`src/rtl/cc_pkg.sv`:
```
// Package: shared types and limits for the cruise mode controller.
// Assumes: two mode bits; the encoding is fixed because tests and
// downstream decode rely on it.
package cc_pkg;
    localparam int SPEED_W    = 6;
    localparam int ENGAGE_MAX = 50;

    typedef enum logic [1:0] {
        MODE_IDLE     = 2'b00,
        MODE_AUTO     = 2'b01,
        MODE_OVERRIDE = 2'b10,
        MODE_LOCKOUT  = 2'b11
    } cc_mode_t;
endpackage

```
`src/rtl/cc_speed_cmp.sv`:
```
// Module: cc_speed_cmp
// Compares live speed with the captured target and with the engage limit.
// Assumes: unsigned speeds of SPEED_W bits; purely combinational.
module cc_speed_cmp #(
    parameter int SPEED_W    = 6,
    parameter int ENGAGE_MAX = 50
) (
    input  logic [SPEED_W-1:0] speed_i,
    input  logic [SPEED_W-1:0] target_i,
    output logic               below_o,
    output logic               above_o,
    output logic               in_window_o
);
    localparam logic [SPEED_W-1:0] LIMIT = SPEED_W'(ENGAGE_MAX);

    // Magnitude comparison and engage-window check.
    always_comb begin
        below_o     = speed_i < target_i;
        above_o     = speed_i > target_i;
        in_window_o = speed_i <= LIMIT;
    end
endmodule

```
`src/rtl/cc_setpoint_reg.sv`:
```
// Module: cc_setpoint_reg
// Holds the target speed, loaded on the engaging edge only.
// Assumes: load_i is a single-cycle qualifier from the mode FSM.
module cc_setpoint_reg #(
    parameter int SPEED_W = 6
) (
    input  logic               clk,
    input  logic               rst_n,
    input  logic               load_i,
    input  logic [SPEED_W-1:0] speed_i,
    output logic [SPEED_W-1:0] target_o
);
    // Target register with synchronous clear.
    always_ff @(posedge clk) begin
        if (!rst_n)      target_o <= '0;
        else if (load_i) target_o <= speed_i;
    end
endmodule

```
`src/rtl/cc_mode_fsm.sv`:
```
// Module: cc_mode_fsm
// Four-mode state register and next-mode logic; brake outranks the
// accelerator pedal, and lockout exits only through idle.
// Assumes: inputs synchronous to clk.
module cc_mode_fsm
    import cc_pkg::*;
(
    input  logic     clk,
    input  logic     rst_n,
    input  logic     enable_i,
    input  logic     brake_i,
    input  logic     pedal_i,
    input  logic     in_window_i,
    output cc_mode_t mode_o,
    output logic     engage_o
);
    cc_mode_t mode_q, mode_d;

    // Engage qualifier: idle, enabled, no brake, speed in window.
    always_comb engage_o = (mode_q == MODE_IDLE) && enable_i && !brake_i && in_window_i;

    // Next-mode selection.
    always_comb begin
        mode_d = mode_q;
        unique case (mode_q)
            MODE_IDLE:     if (engage_o) mode_d = MODE_AUTO;
            MODE_AUTO:     if (brake_i) mode_d = MODE_LOCKOUT;
                           else if (pedal_i) mode_d = MODE_OVERRIDE;
            MODE_OVERRIDE: if (brake_i) mode_d = MODE_LOCKOUT;
                           else if (!pedal_i) mode_d = MODE_AUTO;
            MODE_LOCKOUT:  if (!brake_i) mode_d = MODE_IDLE;
            default:       mode_d = MODE_IDLE;
        endcase
    end

    // Mode register with synchronous clear to idle.
    always_ff @(posedge clk) begin
        if (!rst_n) mode_q <= MODE_IDLE;
        else        mode_q <= mode_d;
    end

    assign mode_o = mode_q;
endmodule

```
`src/rtl/cruise_ctrl_top.sv`:
```
// Module: cruise_ctrl_top
// Adaptive cruise mode controller: mode FSM, target capture, speed
// comparison and output decode. accel/decel depend on live speed.
// Assumes: speed_i is unsigned and synchronous to clk.
module cruise_ctrl_top
    import cc_pkg::*;
#(
    parameter int SPD_W   = cc_pkg::SPEED_W,
    parameter int ENG_MAX = cc_pkg::ENGAGE_MAX
) (
    input  logic             clk,
    input  logic             rst_n,
    input  logic             enable_i,
    input  logic             brake_i,
    input  logic             pedal_i,
    input  logic [SPD_W-1:0] speed_i,
    output logic             cruise_on_o,
    output logic             accel_o,
    output logic             decel_o
);
    cc_mode_t         mode_q;
    logic             engage;
    logic             in_window;
    logic             below;
    logic             above;
    logic [SPD_W-1:0] target_q;

    cc_mode_fsm u_fsm (
        .clk         (clk),
        .rst_n       (rst_n),
        .enable_i    (enable_i),
        .brake_i     (brake_i),
        .pedal_i     (pedal_i),
        .in_window_i (in_window),
        .mode_o      (mode_q),
        .engage_o    (engage)
    );

    cc_setpoint_reg #(.SPEED_W(SPD_W)) u_target (
        .clk      (clk),
        .rst_n    (rst_n),
        .load_i   (engage),
        .speed_i  (speed_i),
        .target_o (target_q)
    );

    cc_speed_cmp #(.SPEED_W(SPD_W), .ENGAGE_MAX(ENG_MAX)) u_cmp (
        .speed_i     (speed_i),
        .target_i    (target_q),
        .below_o     (below),
        .above_o     (above),
        .in_window_o (in_window)
    );

    // Output decode from mode and comparator.
    always_comb begin
        cruise_on_o = (mode_q == MODE_AUTO) || (mode_q == MODE_OVERRIDE);
        accel_o     = (mode_q == MODE_AUTO) && below;
        decel_o     = (mode_q == MODE_AUTO) && above;
    end
endmodule

```
`config.mk`:
```
export PLATFORM = sky130hd
export DESIGN_NAME = cruise_ctrl_top
export DESIGN_NICKNAME = d
export VERILOG_FILES = /design/src/rtl/cc_pkg.sv /design/src/rtl/cc_speed_cmp.sv /design/src/rtl/cc_setpoint_reg.sv /design/src/rtl/cc_mode_fsm.sv /design/src/rtl/cruise_ctrl_top.sv
export SDC_FILE = /design/constraint.sdc
export NUM_CORES = 1
export LEC_CHECK = 0
export CAP_MARGIN = 10
export CORE_AREA = 2 2 39 41
export CTS_CLUSTER_SIZE = 10
export DETAILED_ROUTE_END_ITERATION = 6
export DIE_AREA = 0 0 41 43
export DONT_BUFFER_PORTS = 1
export SKIP_CTS_REPAIR_TIMING = 1
export SLEW_MARGIN = 20
export SYNTH_ARGS = -nofsm -noshare
export SYNTH_HDL_FRONTEND = slang
export SYNTH_HIERARCHICAL = 1
export SYNTH_SLANG_ARGS = --single-unit
```
`constraint.sdc`:
```
create_clock -name clk -period 2.05 [get_ports clk]
set_input_delay 0.205 -clock clk [delete_from_list [all_inputs] [get_ports clk]]
set_output_delay 0.205 -clock clk [all_outputs]
set_load 0.01 [all_outputs]
```
# Word level (Yosys, flattened, before mapping)
# Index checks and enable logic that the tools add are counted.
# word_totals
out_inout_bits	3
input_bits	11
reg_bits	8
elab_cells	28
# op_classes
mux	7
n_lt_le_gt_ge	3
n_reduce_logical	9
eq_ne	7
# ops
operator	n
$mux W2	6
$pmux W2 S4	1
$gt A6 B6 Y1	1
$le A6 B6 Y1 const B	1
$lt A6 B6 Y1	1
$ne A3 B3 Y1 const B	2
$logic_and A1 B1 Y1	5
$eq A2 B2 Y1 const B	2
$ne A2 B2 Y1 const B	2
$reduce_and A4 Y1	1
$eq A2 B1 Y1 const B	1
$logic_not A2 Y1	1
$logic_not A1 Y1	1
$logic_or A1 B1 Y1	1

# Logic depth before layout (Yosys ltp)
# depth
word_depth	6
ltp_mapped	7

# Modules after synthesis
# Netlist, hierarchy kept.
# by_module_without_submodules
mod	seq_area_each_um2	area_per_inst_um2	cells_per_inst	instances
cc_setpoint_reg	120.1	229.0	19	1
cc_speed_cmp	0.0	175.2	25	1
cc_mode_fsm	40.0	107.6	11	1
cruise_ctrl_top	0.0	32.5	5	1

# Least setup slack after synthesis
# Ideal clock, no wire load.
# synth_path
kind	register -> output
startpoint	register u_target.target_o[5]
endpoint	output decel_o
t_required_ns	1.845
n_path_buf	0
path_slack_ns	0.564
t_arrival_ns	1.281
stages_incl_launch_ff	6
path_cell_list	dfxtp_1 > inv_1 > ha_1 > a21o_1 > o32a_1 > and2_1
# synth_between
elab_chain_cells	2
# synth_lines
item	line_no	text
from (decl)	cc_setpoint_reg.sv:11	output logic [SPEED_W-1:0] target_o
from (signal assigned)	cc_setpoint_reg.sv:16	else if (load_i) target_o <= speed_i;
$gt A6 B6 Y1	cc_speed_cmp.sv:19	above_o = speed_i > target_i;
net above	cruise_ctrl_top.sv:25	logic above;
$logic_and A1 B1 Y1	cruise_ctrl_top.sv:59	decel_o = (mode_q == MODE_AUTO) && above;
to (decl)	cruise_ctrl_top.sv:19	output logic decel_o
# The timed path passes the listed nets, and every way through them passes these cells.

# Worst setup path in the final report
# Ends and elaborated chain as after synthesis.

==> out/metrics.yaml <==
status: "finished clean"
num_rows: 14
worstReg2RegEnd: "u_target/target_o[4]$_SDFFE_PN0P_"
powerDensity_nw_per_um2: 628
start_kind: "flop"
max-slew-margin-rel: 0.878
synth_area_leaders: "dfxtp_1, ha_1, mux2i_1"
worstMarginPinSlew_ps: 181
skew_ps: 5.62
clockBufferDepth: 2
coreArea_sq_um: 1380
endpoint_kind: "output pin"
synth_adder_area_share: 0.182
use_met2: 0.191
syn_area_per_cell_sq_um: 9.07
drive_above_1_share: 0.127
drtPass1Iterations: 4
synth_xor_area_frac: 0
synth_compound_area_frac: 0.133
numCtsBuffers: 3
top_usage_layer: "met2"
drt-total-wl_um: 885
min_from: "rst_n"
r2r_setup_slack_ps: 950
p_leak_nw: 0.242
routed_via_density: 5.01
die_w_um: 41
ir_worst_vdd_mv: 0.295
fmax_ghz: 0.546
netlist_instances: 60
tns_ps: 0
root_buffer: "clkbuf_4"
place.gp.congestion: 0.605
met1_usage: 0.159
syn_to_final_growth_pct: 7.13
grt_max_degree: 8
ys_types: 23
setup_viol: 0
synthMuxAreaShare: 0.110
ys_ff_latch: 8
netlist_area_sq_um: 544
grt_util_met3: 0.0471
whs_path_depth: 1
htree_levels: 1
synth_top_family_by_area: "simple AND/OR/NAND/NOR gates"
cp_max_fo: 3
max-cap-violations: 0
antennaDiodeCount: 0
dp_hpwl_um: 761
synth_area_leader_cell: "dfxtp_1"
grt.total_usage: 0.132
io_pins: 14
ant_nets: 0
overflow: 0
yosysWarnings: 6
finalHoldViolations: 0
crit_arrival_ps: 1630
antenna_found_initial: 0
synthSimpleGateAreaFrac: 0.184
hold_class: "in -> reg"
grt_pass1_wl_mm: 1.52
cp.required_ps: 1850
cts_tree: "yes"
rsz0062_at_grt: "no"
syn_nets: 78
clock_latency_ps: 250
route.detailed.wl_per_inst_um: 11.2
path_clk_slew_ps: 50
slew_violations: 0
rr_worst_depth: 4
yosysTopAreaCellShare: 0.294
yosysSeqAreaShare: 0.294
seq_area_sq_um: 160
first_global_vias: 391
rr_startpoint: "u_fsm/mode_o[1]$_SDFFE_PN0P_"
fin_crit_ps: 1830
initial_utilization: 0.393
die_h_um: 43
cts.sinks: 8
critical_path_class: "reg -> out"
multi_input_area_sq_um: 332
drc: 0
fillCellCount: 143
hold-worst-slack_ps: 86.3
via_count: 396
drt_iter0_markers: 15
port-buffer-count: 0
holdPathEnd: "u_target/target_o[2]$_SDFFE_PN0P_"
dieArea_sq_um: 1760
fin_crit_sh: 0.893
nNetsFinal: 83
[power by group]
part           switching [mW]  internal, mW  total [mW]
logic                  0.0385        0.0392      0.0777
registers             0.00829         0.166       0.174
clock network          0.0480        0.0666       0.115
total                  0.0948         0.272       0.366
[worst max-delay path by stage]
stage / startpoint / to / slack (ps) / cells past startpoint
after floorplan: u_target/target_o[5]$_SDFFE_PN0P_ / decel_o / 560 / 5
after detailed placement: u_target/target_o[5]$_SDFFE_PN0P_ / decel_o / 500 / 6
final: u_target/target_o[5]$_SDFFE_PN0P_ / decel_o / 220 / 6
after global routing: u_target/target_o[5]$_SDFFE_PN0P_ / decel_o / 150 / 6
after CTS: u_target/target_o[5]$_SDFFE_PN0P_ / decel_o / 200 / 6
after global placement: u_target/target_o[5]$_SDFFE_PN0P_ / decel_o / 530 / 5
[placed cells by master (no fill, tap or decap), types with 2 or more instances in the layout]
| master | n |
|---|---|
| nor3_1 | 2 |
| inv_1 | 11 |
| nor2b_1 | 6 |
| and2_1 | 2 |
| ha_1 | 7 |
| nor2_1 | 2 |
| dfxtp_1 | 8 |
| clkbuf_4 | 3 |
| nand2_1 | 2 |
| mux2i_1 | 6 |
[per-stage QoR]
stage / std cells / instance area [sq um] / util / power, mW / setup slack (ps)
3_3_place_gp: 76 / 561 / 0.405 / 0.254 / 525
6_report: 79 / 583 / 0.421 / 0.366 / 220
2_1_floorplan: 60 / 544 / - / 0.244 / 564
4_1_cts: 79 / 583 / 0.421 / 0.376 / 204
5_1_grt: 79 / 583 / 0.421 / 0.397 / 146
3_5_place_dp: 76 / 561 / 0.405 / 0.256 / 502
[area by class of cell]
cell class | instances | area share
Clock buffer | 3 | 0.0386
Inverter | 11 | 0.0708
Multi-Input combinational cell | 40 | 0.569
Sequential cell | 8 | 0.275
Tap cell | 16 | 0.0343
Timing Repair Buffer | 1 | 0.0129
[cell usage after synthesis]
cell type,count
a21oi_2,1
nor2_1,2
mux2i_1,6
a211o_1,1
a221oi_2,1
nor2b_1,6
nand4_1,1
a21o_1,1
o32a_1,1
nand2_1,2
and2_1,2
a211oi_1,1
nand3_1,1
inv_1,11
maj3_2,1
nand3b_1,1
dfxtp_1,8
buf_6,1
a21bo_2,1
a21oi_1,1
ha_1,7
nand2b_1,1
nor3_1,2
[metal layers]
metal,part of all wire,vias up
met3,0.046,0
met1,0.45,172
met2,0.50,9
met5,0,-
met4,0,0
li1,-,215
[worst max-delay path, stage by stage, from the launching register on]
cell	delay [ps]
dfxtp_1	330
inv_1	50
ha_1	300
nand4_1	150
a21oi_2	50
o32a_1	330
and2_1	170
[cell families (layout without fill, tap and decap cells)]
| family | after synthesis | count (layout) |
|---|---|---|
| simple gates | 18 | 18 |
| flops | 8 | 8 |
| compound gates | 8 | 8 |
| buf+inv | 12 | 15 |
| mux | 6 | 6 |
| fa+ha+maj | 8 | 8 |
[flip-flops by register name, summed over array words and instances, names as in the netlist]
register / cells
u_target/target_o: 6
u_fsm/mode_o: 2
No activity file was read; power rests on OpenSTA's default activity.
